<file path="config.mk">
export PLATFORM = sky130hd
export DESIGN_NAME = priv_state_regs
export DESIGN_NICKNAME = d
export VERILOG_FILES = /design/src/rtl/priv_state_regs.sv
export SDC_FILE = /design/constraint.sdc
export NUM_CORES = 1
export LEC_CHECK = 0
export BUFFER_PORTS_ARGS = -buffer_cell sky130_fd_sc_hd__buf_2
export CAP_MARGIN = 20
export CORE_AREA = 2 2 94 96
export CTS_CLUSTER_SIZE = 20
export DETAILED_ROUTE_END_ITERATION = 8
export DIE_AREA = 0 0 96 98
export GPL_ROUTABILITY_DRIVEN = 0
export HOLD_SLACK_MARGIN = 0.03
export PLACE_DENSITY = 0.84
export SLEW_MARGIN = 15
export SYNTH_ARGS = -nofsm -noshare
export SYNTH_HDL_FRONTEND = slang
export SYNTH_SLANG_ARGS = --single-unit
</file>
<file path="constraint.sdc">
create_clock -name clk -period 3.4 [get_ports clk]
set_clock_uncertainty 0.15 [all_clocks]
set_input_delay 0.17 -clock clk [delete_from_list [all_inputs] [get_ports clk]]
set_output_delay 0.17 -clock clk [all_outputs]
set_load 0.01 [all_outputs]
</file>
<file path="src/rtl/priv_state_regs.sv">
module priv_state_regs #(
  parameter int          SP_W     = 32,
  parameter int          S_BIT    = 13,
  parameter logic [15:0] SR_RESET = 16'h2000
) (
  input  logic            clk,
  input  logic            rst_n,
  input  logic            sp_wr_en,
  input  logic [SP_W-1:0] sp_wr_data,
  output logic [SP_W-1:0] sp_rd_data,
  input  logic            ccr_wr_en,
  input  logic [7:0]      ccr_wr_data,
  input  logic            sr_wr_en,
  input  logic [15:0]     sr_wr_data,
  output logic [15:0]     sr_rd_data,
  input  logic            usp_xfer_en,
  input  logic            usp_xfer_wr,
  input  logic [SP_W-1:0] usp_xfer_wdata,
  output logic [SP_W-1:0] usp_rd_data,
  output logic            supervisor,
  output logic            priv_viol
);

  logic [15:0]     sr_q;
  logic [SP_W-1:0] usp_q;
  logic [SP_W-1:0] ssp_q;
  logic            viol_q;

  wire super_m = sr_q[S_BIT];
  wire attempt_bad = !super_m && (sr_wr_en || usp_xfer_en);

  always_ff @(posedge clk or negedge rst_n) begin
    if (!rst_n) begin
      sr_q   <= SR_RESET;
      usp_q  <= '0;
      ssp_q  <= '0;
      viol_q <= 1'b0;
    end else begin
      viol_q <= attempt_bad;
      if (!attempt_bad) begin
        if (sr_wr_en)
          sr_q <= sr_wr_data;
        else if (ccr_wr_en)
          sr_q[7:0] <= ccr_wr_data;
        if (sp_wr_en) begin
          if (super_m) ssp_q <= sp_wr_data;
          else         usp_q <= sp_wr_data;
        end
        if (usp_xfer_en && usp_xfer_wr)
          usp_q <= usp_xfer_wdata;
      end
    end
  end

  assign sp_rd_data  = super_m ? ssp_q : usp_q;
  assign usp_rd_data = super_m ? usp_q : '0;
  assign sr_rd_data  = sr_q;
  assign supervisor  = super_m;
  assign priv_viol   = viol_q;

  assert_ccr_high_kept_R3: assert property (@(posedge clk) disable iff (!rst_n)
    (ccr_wr_en && !sr_wr_en) |=> (sr_rd_data[15:8] == $past(sr_rd_data[15:8])));

  assert_user_sr_blocked_R7: assert property (@(posedge clk) disable iff (!rst_n)
    (!supervisor && (sr_wr_en || usp_xfer_en)) |=> ($stable(sr_rd_data) && priv_viol));

  assert_viol_single_R7: assert property (@(posedge clk) disable iff (!rst_n)
    (priv_viol && !$past(!supervisor && (sr_wr_en || usp_xfer_en))) |-> 1'b0);

  assert_ssp_frozen_user_R8: assert property (@(posedge clk) disable iff (!rst_n)
    !supervisor |=> $stable(ssp_q));

  assert_user_port_hidden_R6: assert property (@(posedge clk) disable iff (!rst_n)
    !supervisor |-> (usp_rd_data == '0));

  assert_sup_write_lands_R2: assert property (@(posedge clk) disable iff (!rst_n)
    (supervisor && sp_wr_en) |=> (ssp_q == $past(sp_wr_data)));

endmodule

</file>
==> results.ini, run 1 <==
[global_route]
grt_max_degree = 82
grt_pass1_wl_um = 17000
grt-ovfl-total = 0
grt_pass1_vias = 3508
antenna_found_initial = 0
grt_use_total_pct = 22.9

[drt]
drtPass1Iterations = 4
via_per_inst = 5.05
antenna_left = 0
drcViolationCount = 0
drtIter0Drc = 64
avgRoutedWirePerCell_um = 16.5
num_vias = 3198
drt-total-wl_um = 10400

[die]
dieWidth_um = 96
die_y_um = 98
num_rows = 34
die_area_mm2 = 0.00941
start_util_pct = 49.9
ioPinCount = 177
core_area_mm2 = 0.00847

[clocking]
cts-root-buf = clkbuf_8
postCtsHoldBufs = 54
cts_tree = yes
cts_max_level = 3
clk_path_buf_depth = 2
cts.clk_slew.worst_paths_ns = 0.09
clock_sinks = 81
post_cts_resized = 0
cts_buffers = 9
worstSkewPairLatency_ns = 0.32
post-cts-setup-buffers = 0

[timing]
period_needed_ns = 2.24
max_slew_margin_pct = 42.0
fin_ws_ns = 1.16
timing.fmax_mhz = 447
report.final.slew_viol_count = 0
setup_viol = 0
hold_viol_final = 0
rsz0062_at_grt = false
finalCritPeriodShare_pct = 65.9
tns_ns = 0
worst_pin_slew_ns = 0.868

[worst_setup_path]
cp-endpoint = usp_q[26]
endpoint_kind = flop
timing.rr.end = usp_q[26]
path_max_fanout = 33
worstSetupStartpointType = flop
required_ns = 3.46
critPathLaunch = sr_rd_data[13]
arrival_ns = 2.30
path_class = flop to flop
rr_startpoint = sr_rd_data[13]
rr_worst_depth = 4
r2r_setup_slack_ns = 1.16

[synth]
netlist.area_leader.share_pct = 47.4
synthTopCellsByArea = dfrtp_1 47%, mux2_2 32%, mux2_4 11%, and2_1 4.7%, buf_2 0.95%
synth-seq-cells = 81
syn_avg_cell_area_um2 = 14.4
syn_nets = 389
synth-warning-count = 0
synthCells = 294
netlist_area_mm2 = 0.00423
synth_top_cell_by_area = dfrtp_1
synth_cell_types = 17
seq_area_frac_synth_pct = 48.0

[run_status]
outcome = complete, no violations

[placed_design]
dp_cells = 562
dp_hpwl_um = 6570
portBuffers = 176
place_ws_ns = 1.15

[job]
maxCapViolCount = 0

[layout]
layout_commonest_cell = buf_2
area_delta_synth_final_pct = 40.2
nFillCells = 607
num_antenna_cells = 0
nNetsFinal = 615
final_cell_mix = 175 x buf_2, 121 x mux2_2, 80 x dfrtp_1, 54 x dlygate4sd3_1, 32 x and2_1
drive_gt1_share_pct = 66.9
instances_no_fill = 633
final_core_util_pct = 70.0

[power_and_ir_drop]
powerDensity_mw_per_mm2 = 415
irDropWorstVdd_uv = 246
p_leak_uw = 0.00306

[worst_hold_path]
hold_path.class = input pin to flop

[routing by layer]
metal / up-vias / wire length, um / global-route usage (%)
met3: 24 / 334 / 3.70
met4: 0 / 299 / 9.56
met1: 1594 / 4070 / 26.3
met2: 96 / 5740 / 41.3
li1: 1484 / - / -
met5: - / 0 / 0
[flip-flops by register name (all words and copies together) (netlist names)]
signal and flops:
priv_viol 1, sr_rd_data 16, ssp_q 32, usp_q 32
[per-stage QoR]
stage	instance area (um2)	hold slack [ns]	total power, uW
after CTS	5900	0.0305	2480
after floorplan	4230	-0.276	1460
after detailed placement	5150	0.260	1690
final	5920	0.0490	2460
after global placement	5150	0.250	1670
after global routing	5920	0.0323	2580
[how the worst min path moves through the flow]
stage,slack (ns),endpoint,depth (start not counted),startpoint
after floorplan,-0.28,priv_viol,0,rst_n
after global placement,0.25,ssp_q[29],1,rst_n
after detailed placement,0.26,ssp_q[29],1,rst_n
after CTS,0.03,usp_q[18],3,usp_xfer_wdata[18]
after global routing,0.03,sr_rd_data[6],3,ccr_wr_data[6]
final,0.05,usp_q[21],3,usp_xfer_wdata[21]
[cell families after synthesis]
kind of cell / Yosys count / share of synthesized area, %
buf+inv: 21 / 3.08
compound gates: 3 / 0.651
flops: 81 / 48.0
simple gates: 38 / 5.39
mux: 151 / 42.9
[cell usage after synthesis, drive strengths merged]
cell,number
dfrtp,80
nor2,2
a21boi,1
nor2b,1
clkbuf,4
inv,1
buf,16
o22a,1
nand2,3
a32o,1
dfstp,1
mux2,151
and2,32
[cell type report]
type                       instances  area (um2)  share of cell area [%]
tap                              108         135                    2.28
inverter                           1        3.75                  0.0634
sequential                        81        2030                    34.2
timing repair buffer             235        1470                    24.9
clock buffer                      11         151                    2.56
clock inverter                     5        63.8                    1.08
multi-input combinational        192        2070                    34.9
[worst max-delay path: stages (launching register included)]
cell and delay, ns:
dfstp_2 0.53, buf_4 0.31, a32o_2 0.22, buf_4 0.50, mux2_2 0.40
[where the power goes]
group	total [uW]	switching (uW)	internal, uW
registers	1140	75.8	1060
logic	584	221	363
clock network	732	348	384
Power figures use the tool's default switching activity.
==> inputs of run 2 (changes only) <==
--- a/config.mk
+++ b/config.mk
@@ -7,13 +7,13 @@
 export LEC_CHECK = 0
 export BUFFER_PORTS_ARGS = -buffer_cell sky130_fd_sc_hd__buf_2
 export CAP_MARGIN = 20
-export CORE_AREA = 2 2 94 96
+export CORE_AREA = 2 2 97 99
 export CTS_CLUSTER_SIZE = 20
 export DETAILED_ROUTE_END_ITERATION = 8
-export DIE_AREA = 0 0 96 98
+export DIE_AREA = 0 0 99 101
 export GPL_ROUTABILITY_DRIVEN = 0
 export HOLD_SLACK_MARGIN = 0.03
-export PLACE_DENSITY = 0.84
+export PLACE_DENSITY = 0.79
 export SLEW_MARGIN = 15
 export SYNTH_ARGS = -nofsm -noshare
 export SYNTH_HDL_FRONTEND = slang
==> constraint.sdc (replaced) <==
create_clock -name clk -period 2.14 [get_ports clk]
set_clock_uncertainty 0.15 [all_clocks]
set_input_delay 0.107 -clock clk [delete_from_list [all_inputs] [get_ports clk]]
set_output_delay 0.107 -clock clk [all_outputs]
set_load 0.01 [all_outputs]
==> run 2 against run 1 <==
Against the previous run:
- global-route usage is essentially flat
- largest cell class unchanged
- cell area up 6.3%
- flip-flop and latch count unchanged
- register-to-register slack worse by 0.92 ns
- non-clock buffer count up 42
- hold slack improved by 0.10 ns
==> results.ini, run 2 (synthesis results as in run 1) <==
[drt]
avgRoutedWirePerCell_um = 17.0
drt-total-wl_um = 11500
antenna_left = 0
num_vias = 3393
drtIter0Drc = 34
drtPass1Iterations = 4
via_per_inst = 5.01
drcViolationCount = 0

[global_route]
grt_pass1_vias = 3770
grt_max_degree = 50
grt_use_total_pct = 23.0
grt_pass1_wl_um = 18000
grt-ovfl-total = 0
antenna_found_initial = 0

[power_and_ir_drop]
irDropWorstVdd_uv = 362
powerDensity_mw_per_mm2 = 616
p_leak_uw = 0.00321

[layout]
multiInputGateArea_mm2 = 0.00207
num_antenna_cells = 0
area_delta_synth_final_pct = 49.0
layout_commonest_cell = buf_2
nNetsFinal = 657
instances_no_fill = 677
final_core_util_pct = 70.1
nFillCells = 620
drive_gt1_share_pct = 62.5
area.sequential_mm2 = 0.00203
final_cell_mix = 175 x buf_2, 121 x mux2_2, 91 x dlygate4sd3_1, 80 x dfrtp_1, 32 x and2_1

[die]
num_rows = 35
start_util_pct = 47.1
ioPinCount = 177
core_area_mm2 = 0.00898
die_area_mm2 = 0.0100
die_y_um = 101
dieWidth_um = 99

[timing]
max_slew_margin_pct = 57.5
report.final.slew_viol_count = 0
hold_viol_final = 0
finalCritPeriodShare_pct = 95.0
rsz0062_at_grt = false
tns_ns = 0
worst_pin_slew_ns = 0.637
period_needed_ns = 2.03
timing.fmax_mhz = 492
setup_viol = 0

[worst_setup_path]
cp_slowest_cell = dfstp_2
worstSetupStartpointType = flop
arrival_ns = 1.78
critPathLaunch = sr_rd_data[13]
path_class = flop to output pin
path_max_fanout = 43
crit_chain = buf_6 -> mux2_2 -> buf_2
cp_slowest_stage_delay_ns = 0.59
endpoint_kind = output pin
timing.rr.end = sr_rd_data[13]
r2r_setup_slack_ns = 0.24
cp-endpoint = sp_rd_data[26]
rr_worst_depth = 3
rr_startpoint = sr_rd_data[13]
required_ns = 1.88

[clocking]
worstSkewPairLatency_ns = 0.33
cts-root-buf = clkbuf_8
clk_path_buf_depth = 2
cts_max_level = 3
cts_tree = yes
clock_sinks = 81
cts_buffers = 9
cts.clk_slew.worst_paths_ns = 0.08

[worst_hold_path]
hp-start = sr_wr_en
hold_path.class = input pin to flop

[run_status]
outcome = complete, no violations

[placed_design]
dp_hpwl_um = 7160
portBuffers = 176
dp_cells = 571

[job]
maxCapViolCount = 0

[run 2: cell type report]
class | instances | share of cell area, %
repair buffers | 277 | 29.7
well taps | 111 | 2.21
clock buffers | 10 | 2.03
multi-input cells | 192 | 32.8
clock inverters | 5 | 0.914
flip-flops and latches | 81 | 32.2
inverters | 1 | 0.0596
[run 2: worst max-delay path, delay by kind of cell (launching register included)]
family / cells / cell delay, ns
buf+inv: 2 / 0.45
flops: 1 / 0.59
mux: 1 / 0.39
[run 2: stage by stage]
stage	power, uW	hold slack, ns	area (um2)	setup WS, ns
after floorplan	2320	-0.339	4230	0.422
after global placement	2660	0.0115	5200	0.307
after detailed placement	2680	0.0180	5200	0.240
after CTS	3900	0.136	6300	0.0870
after global routing	4070	0.182	6300	0.0350
final	3880	0.151	6300	0.106
[run 2: worst min-delay path by stage]
stage | cells past startpoint | slack, ns | to
after floorplan | 0 | -0.34 | priv_viol
after global placement | 1 | 0.01 | ssp_q[27]
after detailed placement | 1 | 0.02 | ssp_q[30]
after CTS | 3 | 0.14 | priv_viol
after global routing | 3 | 0.18 | priv_viol
final | 3 | 0.15 | priv_viol
[run 2: timing repair]
| item | 4_1_cts | 5_1_grt |
|---|---|---|
| setup endpoints to repair | 5 | 0 |
| resized for setup | 1 | 0 |
| setup buffers | 0 | 0 |
| hold endpoints to repair | 128 | 0 |
| hold buffers | 91 | 0 |
[run 2: report_power, final]
group / total, uW / switching [uW] / internal [uW]
logic: 993 / 369 / 624
registers: 1810 / 123 / 1690
clock network: 1070 / 543 / 532
[run 2: per-layer routing]
| metal | global-route usage [%] | part of all wire (%) | vias to the layer above | routed length [um] |
|---|---|---|---|---|
| met5 | 0 | 0 | - | 0 |
| met4 | 10.0 | 2.5 | 0 | 282 |
| met3 | 4.37 | 3.5 | 24 | 403 |
| met2 | 43.6 | 56 | 106 | 6430 |
| met1 | 24.7 | 38 | 1691 | 4380 |
| li1 | - | - | 1572 | - |
